<file path="config.mk">
export PLATFORM = sky130hd
export DESIGN_NAME = serial_write_port
export DESIGN_NICKNAME = d
export VERILOG_FILES = /design/src/rtl/serw_pkg.sv /design/src/rtl/serw_sync.sv /design/src/rtl/serw_shift.sv /design/src/rtl/serw_commit.sv /design/src/rtl/serial_write_port.sv
export SDC_FILE = /design/constraint.sdc
export NUM_CORES = 1
export LEC_CHECK = 0
export ABC_AREA = 1
export ABC_CLOCK_PERIOD_IN_PS = 1770
export BUFFER_PORTS_ARGS = -buffer_cell sky130_fd_sc_hd__buf_4
export CORE_MARGIN = 3
export CORE_UTILIZATION = 50
export CTS_CLUSTER_DIAMETER = 150
export CTS_CLUSTER_SIZE = 8
export DETAILED_ROUTE_END_ITERATION = 8
export GPL_ROUTABILITY_DRIVEN = 0
export PLACE_DENSITY = 0.75
export SYNTH_ARGS = -nofsm -noshare
export SYNTH_HDL_FRONTEND = slang
export SYNTH_SLANG_ARGS = --single-unit
</file>
<file path="constraint.sdc">
create_clock -name clk -period 1.77 [get_ports clk]
set_input_delay 0.0885 -clock clk [delete_from_list [all_inputs] [get_ports clk]]
set_output_delay 0.0885 -clock clk [all_outputs]
set_load 0.01 [all_outputs]
</file>
<file path="src/rtl/serw_pkg.sv">
package serw_pkg;
  localparam int unsigned ID_W     = 2;
  localparam int unsigned ADDR_W   = 5;
  localparam int unsigned DATA_W   = 8;
  localparam int unsigned FRAME_W  = ID_W + 1 + ADDR_W + DATA_W;
  localparam int unsigned CNT_W    = $clog2(FRAME_W + 2);

  typedef struct packed {
    logic [ID_W-1:0]   id;
    logic              dir;
    logic [ADDR_W-1:0] addr;
    logic [DATA_W-1:0] data;
  } frame_t;
endpackage

</file>
<file path="src/rtl/serw_sync.sv">
module serw_sync #(
  parameter int unsigned W      = 3,
  parameter int unsigned STAGES = 2
) (
  input  logic         clk,
  input  logic         rst_n,
  input  logic [W-1:0] async_in,
  input  logic [W-1:0] idle_val,
  output logic [W-1:0] lvl,
  output logic [W-1:0] rise,
  output logic [W-1:0] fall
);
  genvar b;
  generate
    for (b = 0; b < W; b++) begin : g_bit
      logic [STAGES-1:0] chain_q;
      logic [STAGES-1:0] chain_d;
      logic              prev_q;

      always_comb begin
        chain_d = {chain_q[STAGES-2:0], async_in[b]};
      end

      always_ff @(posedge clk or negedge rst_n) begin
        if (!rst_n) begin
          chain_q <= {STAGES{idle_val[b]}};
          prev_q  <= idle_val[b];
        end else begin
          chain_q <= chain_d;
          prev_q  <= chain_q[STAGES-1];
        end
      end

      assign lvl[b]  = chain_q[STAGES-1];
      assign rise[b] = chain_q[STAGES-1] & ~prev_q;
      assign fall[b] = ~chain_q[STAGES-1] & prev_q;
    end
  endgenerate
endmodule

</file>
<file path="src/rtl/serw_shift.sv">
module serw_shift
  import serw_pkg::*;
(
  input  logic             clk,
  input  logic             rst_n,
  input  logic             clr,
  input  logic             bit_en,
  input  logic             bit_in,
  output frame_t           word,
  output logic [CNT_W-1:0] edge_cnt
);
  localparam logic [CNT_W-1:0] CNT_SAT = CNT_W'(FRAME_W + 1);

  logic [FRAME_W-1:0] sr_q, sr_d;
  logic [CNT_W-1:0]   cnt_q, cnt_d;

  always_comb begin
    sr_d  = sr_q;
    cnt_d = clr ? '0 : cnt_q;
    if (bit_en) begin
      sr_d = {sr_q[FRAME_W-2:0], bit_in};
      if (cnt_d != CNT_SAT) begin
        cnt_d = cnt_d + 1'b1;
      end
    end
  end

  always_ff @(posedge clk or negedge rst_n) begin
    if (!rst_n) begin
      sr_q  <= '0;
      cnt_q <= '0;
    end else begin
      if (bit_en) begin
        sr_q <= sr_d;
      end
      cnt_q <= cnt_d;
    end
  end

  assign word     = frame_t'(sr_q);
  assign edge_cnt = cnt_q;
endmodule

</file>
<file path="src/rtl/serw_commit.sv">
module serw_commit
  import serw_pkg::*;
(
  input  logic              clk,
  input  logic              rst_n,
  input  logic              pwr_down,
  input  logic              sel_release,
  input  frame_t            word,
  input  logic [CNT_W-1:0]  edge_cnt,
  input  logic [ID_W-1:0]   id_strap,
  output logic              wr_stb,
  output logic [ADDR_W-1:0] wr_addr,
  output logic [DATA_W-1:0] wr_data
);
  logic              frame_ok;
  logic              stb_d, stb_q;
  logic [ADDR_W-1:0] addr_d, addr_q;
  logic [DATA_W-1:0] data_d, data_q;
  logic              load_en;

  always_comb begin
    frame_ok = (edge_cnt == CNT_W'(FRAME_W)) && (word.id == id_strap)
               && word.dir && !pwr_down;
    stb_d    = sel_release && frame_ok;
    load_en  = stb_d || pwr_down;
    addr_d   = pwr_down ? '0 : word.addr;
    data_d   = pwr_down ? '0 : word.data;
  end

  always_ff @(posedge clk or negedge rst_n) begin
    if (!rst_n) begin
      stb_q  <= 1'b0;
      addr_q <= '0;
      data_q <= '0;
    end else begin
      stb_q <= stb_d;
      if (load_en) begin
        addr_q <= addr_d;
        data_q <= data_d;
      end
    end
  end

  assign wr_stb  = stb_q;
  assign wr_addr = addr_q;
  assign wr_data = data_q;
endmodule

</file>
<file path="src/rtl/serial_write_port.sv">
module serial_write_port
  import serw_pkg::*;
(
  input  logic              clk,
  input  logic              rst_n,
  input  logic              pwr_down,
  input  logic              sel_n,
  input  logic              sck,
  input  logic              sdi,
  input  logic [ID_W-1:0]   id_strap,
  output logic              wr_stb,
  output logic [ADDR_W-1:0] wr_addr,
  output logic [DATA_W-1:0] wr_data
);
  localparam int unsigned SEL_B = 2;
  localparam int unsigned SCK_B = 1;
  localparam int unsigned SDI_B = 0;

  logic [2:0]       lvl, rise, fall;
  logic             sel_lvl;
  logic             shift_clr, shift_en;
  frame_t           word;
  logic [CNT_W-1:0] edge_cnt;

  serw_sync #(.W(3), .STAGES(2)) u_sync (
    .clk      (clk),
    .rst_n    (rst_n),
    .async_in ({sel_n, sck, sdi}),
    .idle_val (3'b100),
    .lvl      (lvl),
    .rise     (rise),
    .fall     (fall)
  );

  assign sel_lvl   = lvl[SEL_B];
  assign shift_clr = fall[SEL_B] | pwr_down;
  assign shift_en  = rise[SCK_B] & ~sel_lvl & ~pwr_down;

  serw_shift u_shift (
    .clk      (clk),
    .rst_n    (rst_n),
    .clr      (shift_clr),
    .bit_en   (shift_en),
    .bit_in   (lvl[SDI_B]),
    .word     (word),
    .edge_cnt (edge_cnt)
  );

  serw_commit u_commit (
    .clk         (clk),
    .rst_n       (rst_n),
    .pwr_down    (pwr_down),
    .sel_release (rise[SEL_B]),
    .word        (word),
    .edge_cnt    (edge_cnt),
    .id_strap    (id_strap),
    .wr_stb      (wr_stb),
    .wr_addr     (wr_addr),
    .wr_data     (wr_data)
  );
endmodule

</file>
==> impl_summary.txt <==
----------------------------------------------------
[Outcome]
  Outcome ... finished, final reports clean

[Power]
  Part of the total power dissipated in combinational logic ... under 10%
  Internal cell power ... between 0.001 and 0.0015 W
  Sequential group share of total power ... a little under three fifths
  Static leakage ... around 1.2 nW
  Net switching power ... ~0.00048 W
  Proportion of total power due to net switching ... roughly a quarter
  Clk network pwr share ... roughly a third
  Peak VDD IR ... about 0.58 mV
  Power density normalized to cell area ... approximately 840 nW/um^2

[Timing]
  Tightest Pin Transition ... 0.5275 ns
  Min cycle time layout ... about 1.5 ns
  Crit share post-route ... about 86%
  Worst slew margin relative to its limit ... 64.83%
  Number of failing setup endpoints in the final timing report ... 0
  Fin. max-slew vios ... 0
  Total Neg Setup Slack ... 0 ns
  Worst Clk Skew ... slightly above 0.007 ns
  Unrepaired setup endpoints after global routing ... no
  Worst setup slack after layout ... between 0.2 and 0.3 ns
  Hold Fails Final Rpt ... 0
  Peak clock frequency supported by timing ... between 600 and 700 MHz

[Clock network]
  CTS H-tree lvls ... 2
  Clock sinks ... 43
  Resize count post-CTS ... 0
  Number of setup buffers added after CTS ... 0
  Number of clock buffers inserted by TritonCTS ... 5
  Hold buffer count at cts ... 4
  Clock latency on the worst-skew pair ... just under 0.3 ns
  CTS tree ... done
  Clock input transition at the sequential cells of the worst setup and hold paths ... ~0.08 ns
  Maximum clock insertion buffer count ... 2
  Root Buffer ... clkbuf_8

[Setup path]
  Startpoint Class ... flip-flop
  Critical path capture point type ... flip-flop
  Cell with the largest stage delay on the worst path ... dfstp_2
  Delay contributed by the slowest stage of the critical path ... about 0.55 ns
  Worst Reg-to-Reg Cells ... 7
  Setup slack, reg-to-reg ... ~0.25 ns
  WP data required ... between 1.5 and 2 ns
  Critical R2R Capture ... u_commit.wr_addr[2]$_DFFE_PN0P_
  Buf+Inv Stages, Crit Path ... 1
  Critical path start-end classification ... flip-flop to flip-flop
  Origin of the critical flop-to-flop path ... u_sync.g_bit[2].chain_q[1]$_DFF_PN1_
  Cells traversed along the worst timing path ... inv_1, nor2_4, nand2_2, nor2_8, nand3_4, nand3_1, nand2_1
  Maximum fanout count along the critical path ... 14
  Critical Path AT ... between 1.5 and 2 ns
  Dominant delay contributor by cell family on the critical path ... simple AND/OR/NAND/NOR gates

[Yosys]
  Yosys warning total ... 0
  Count of state elements after synthesis ... 43
  Number of instances in the synthesized netlist ... 208
  Count of cell types in the netlist ... 22
  Largest area contributor in the synthesized netlist ... dfrtp_1
  Average cell area after synthesis ... 9.306 sq um
  Portion of synthesized cell area occupied by the leading cell type ... 51.71%
  Cell area after synthesis ... 1936 sq um
  Cells taking the most area after synthesis ... dfrtp_1, nand2_1, nand3_2
  Mapped Nets ... between 200 and 250
  Sequential element share of the synthesized area ... between 50% and 60%

[Final layout]
  Final core utilization ... ~64%
  Number of nets in the finished design ... between 200 and 250
  Signed area change from the synthesized netlist to the final layout ... 16.10%
  Fillcell total ... between 300 and 400
  Final Non-Filler Cells ... 282
  Layout cell share with drive strength beyond 1 ... 26.27%
  Register area ... ~1100 sq um
  Most common cell after layout, fill and taps aside ... nand2_1
  ANT cells ... 0
  Area of all placed cells without fillers ... 2247 sq um
  Multi-input gate area ... roughly 750 sq um
  Most used cells in the layout excluding fill and tap cells ... nand2_1, dfrtp_1, buf_4

[Drt]
  DRT Wirelength ... between 3000 and 4000 um
  Antenna viol nets, final ... 0
  Post-DR vias/cell ... approximately 5.0
  Vias ... ~1400
  Count of routing violations after the opening detailed-route iteration ... 60
  Post-detailed-route wirelength per cell ... ~12 um
  First-pass DRT Iterations ... 4
  Drt drc ... 0

[GRT]
  Antenna violations before repair ... 0
  Remaining global-route overflow ... 0
  Global-route wire length before repair ... between 5000 and 6000 um
  Pin count of the biggest net entering global routing ... 44
  Combined global-route utilization of all metal layers ... 16.49%
  Vias in the first global route ... 1275

[Hold path]
  Min-Delay Endpoint ... u_commit.wr_stb$_DFF_PN0_
  Startpoint of the most critical hold path ... pwr_down
  Worst hold path cell count ... 4
  Class of the most critical hold timing path ... input port to flip-flop

[Die]
  Die boundary width ... between 60 and 70 um
  Row cnt ... 21
  Starting density of the core ... between 50% and 60%
  IO Pins ... 22
  Die height ... ~68 um
  Total Die Area ... approximately 4700 sq um
  Area of the core ... approximately 3500 sq um

[Placement]
  Post-Place Cell Area ... roughly 2100 sq um
  Place WS ... between 0.2 and 0.3 ns
  Inst Count DP ... 270
  HPWL after detailed placement ... 2367 um
  IO Port Bufs ... 21

[Run]
  Reported max-cap violation count ... 0

----------------------------------------------------
[cells by family after synthesis]
group / share of synthesized area, %
AOI/OAI and AO/OA: 1.810
buffers and inverters: 5.494
DFF: 55.79
and+or+nand+nor: 36.91
[state kept, by name, summed over array words and instances (netlist names)]
register and flops:
u_commit.wr_addr 5, u_commit.wr_data 8, u_commit.wr_stb 1, u_shift.edge_cnt 5
u_shift.word 16, u_sync.g_bit.chain_q 6, u_sync.g_bit.prev_q 2
[power by group through the flow]
stage | logic (W) | clock network (W) | registers [W]
2_1_floorplan | 0.000128 | 0 | 0.00108
3_3_place_gp | 0.000172 | 0 | 0.00109
3_5_place_dp | 0.000178 | 0 | 0.00110
4_1_cts | 0.000186 | 0.000647 | 0.00108
5_1_grt | 0.000207 | 0.000687 | 0.00108
6_report | 0.000183 | 0.000633 | 0.00108
[stage by stage]
stage                     total power, W  hold WS (ns)
after floorplan                 0.001210       -0.2071
after global placement          0.001267        0.1058
after detailed placement        0.001274        0.1093
after CTS                       0.001908        0.1298
after global routing            0.001979        0.1674
final                           0.001893        0.1380
[worst register-to-register path, stage by stage, from the launching register on]
cell and delay [ns]:
dfstp_2 0.55, inv_1 0.08, nor2_4 0.10, nand2_2 0.09
nor2_8 0.19, nand3_4 0.22, nand3_1 0.14, nand2_1 0.05
[cell type report]
cell class              count  share of cell area (%)
well taps                  46                   2.561
inverters                  13                   2.171
clock inverters             1                  0.2227
clock buffers               7                   3.842
flip-flops and latches     43                   48.05
multi-input cells         144                   33.35
repair buffers             28                   9.800
[synthesized netlist by cell type (all sizes together)]
cell type,number
nand4,15
nand2,79
dfrtp,40
a21oi,3
o21ai,4
nand3,23
nor3,2
buf,8
nor2,18
inv,13
dfstp,3
[worst max path at each step]
stage | start | end | slack, ns | cells after the start
after floorplan | u_sync.g_bit[2].chain_q[1]$_DFF_PN1_ | u_commit.wr_addr[0]$_DFFE_PN0P_ | 0.47 | 8
after global placement | u_sync.g_bit[2].chain_q[1]$_DFF_PN1_ | u_commit.wr_addr[3]$_DFFE_PN0P_ | 0.31 | 7
after detailed placement | u_sync.g_bit[2].chain_q[1]$_DFF_PN1_ | u_commit.wr_addr[2]$_DFFE_PN0P_ | 0.25 | 7
after CTS | u_sync.g_bit[2].chain_q[1]$_DFF_PN1_ | u_commit.wr_addr[2]$_DFFE_PN0P_ | 0.23 | 7
after global routing | u_sync.g_bit[2].chain_q[1]$_DFF_PN1_ | u_commit.wr_addr[2]$_DFFE_PN0P_ | 0.1 | 7
final | u_sync.g_bit[2].chain_q[1]$_DFF_PN1_ | u_commit.wr_addr[2]$_DFFE_PN0P_ | 0.25 | 7
[metal layers]
layer | part of all wire (%) | vias up | routed length, um | GRT usage (%)
li1 | - | 727 | - | -
met1 | 52 | 660 | 1744 | 22.30
met2 | 43 | 25 | 1431 | 25.39
met3 | 3.3 | 6 | 112 | 3.941
met4 | 1.6 | 0 | 55 | 6.700
met5 | 0 | - | 0 | 0
Note: power is estimated with default switching activity, not from simulation.
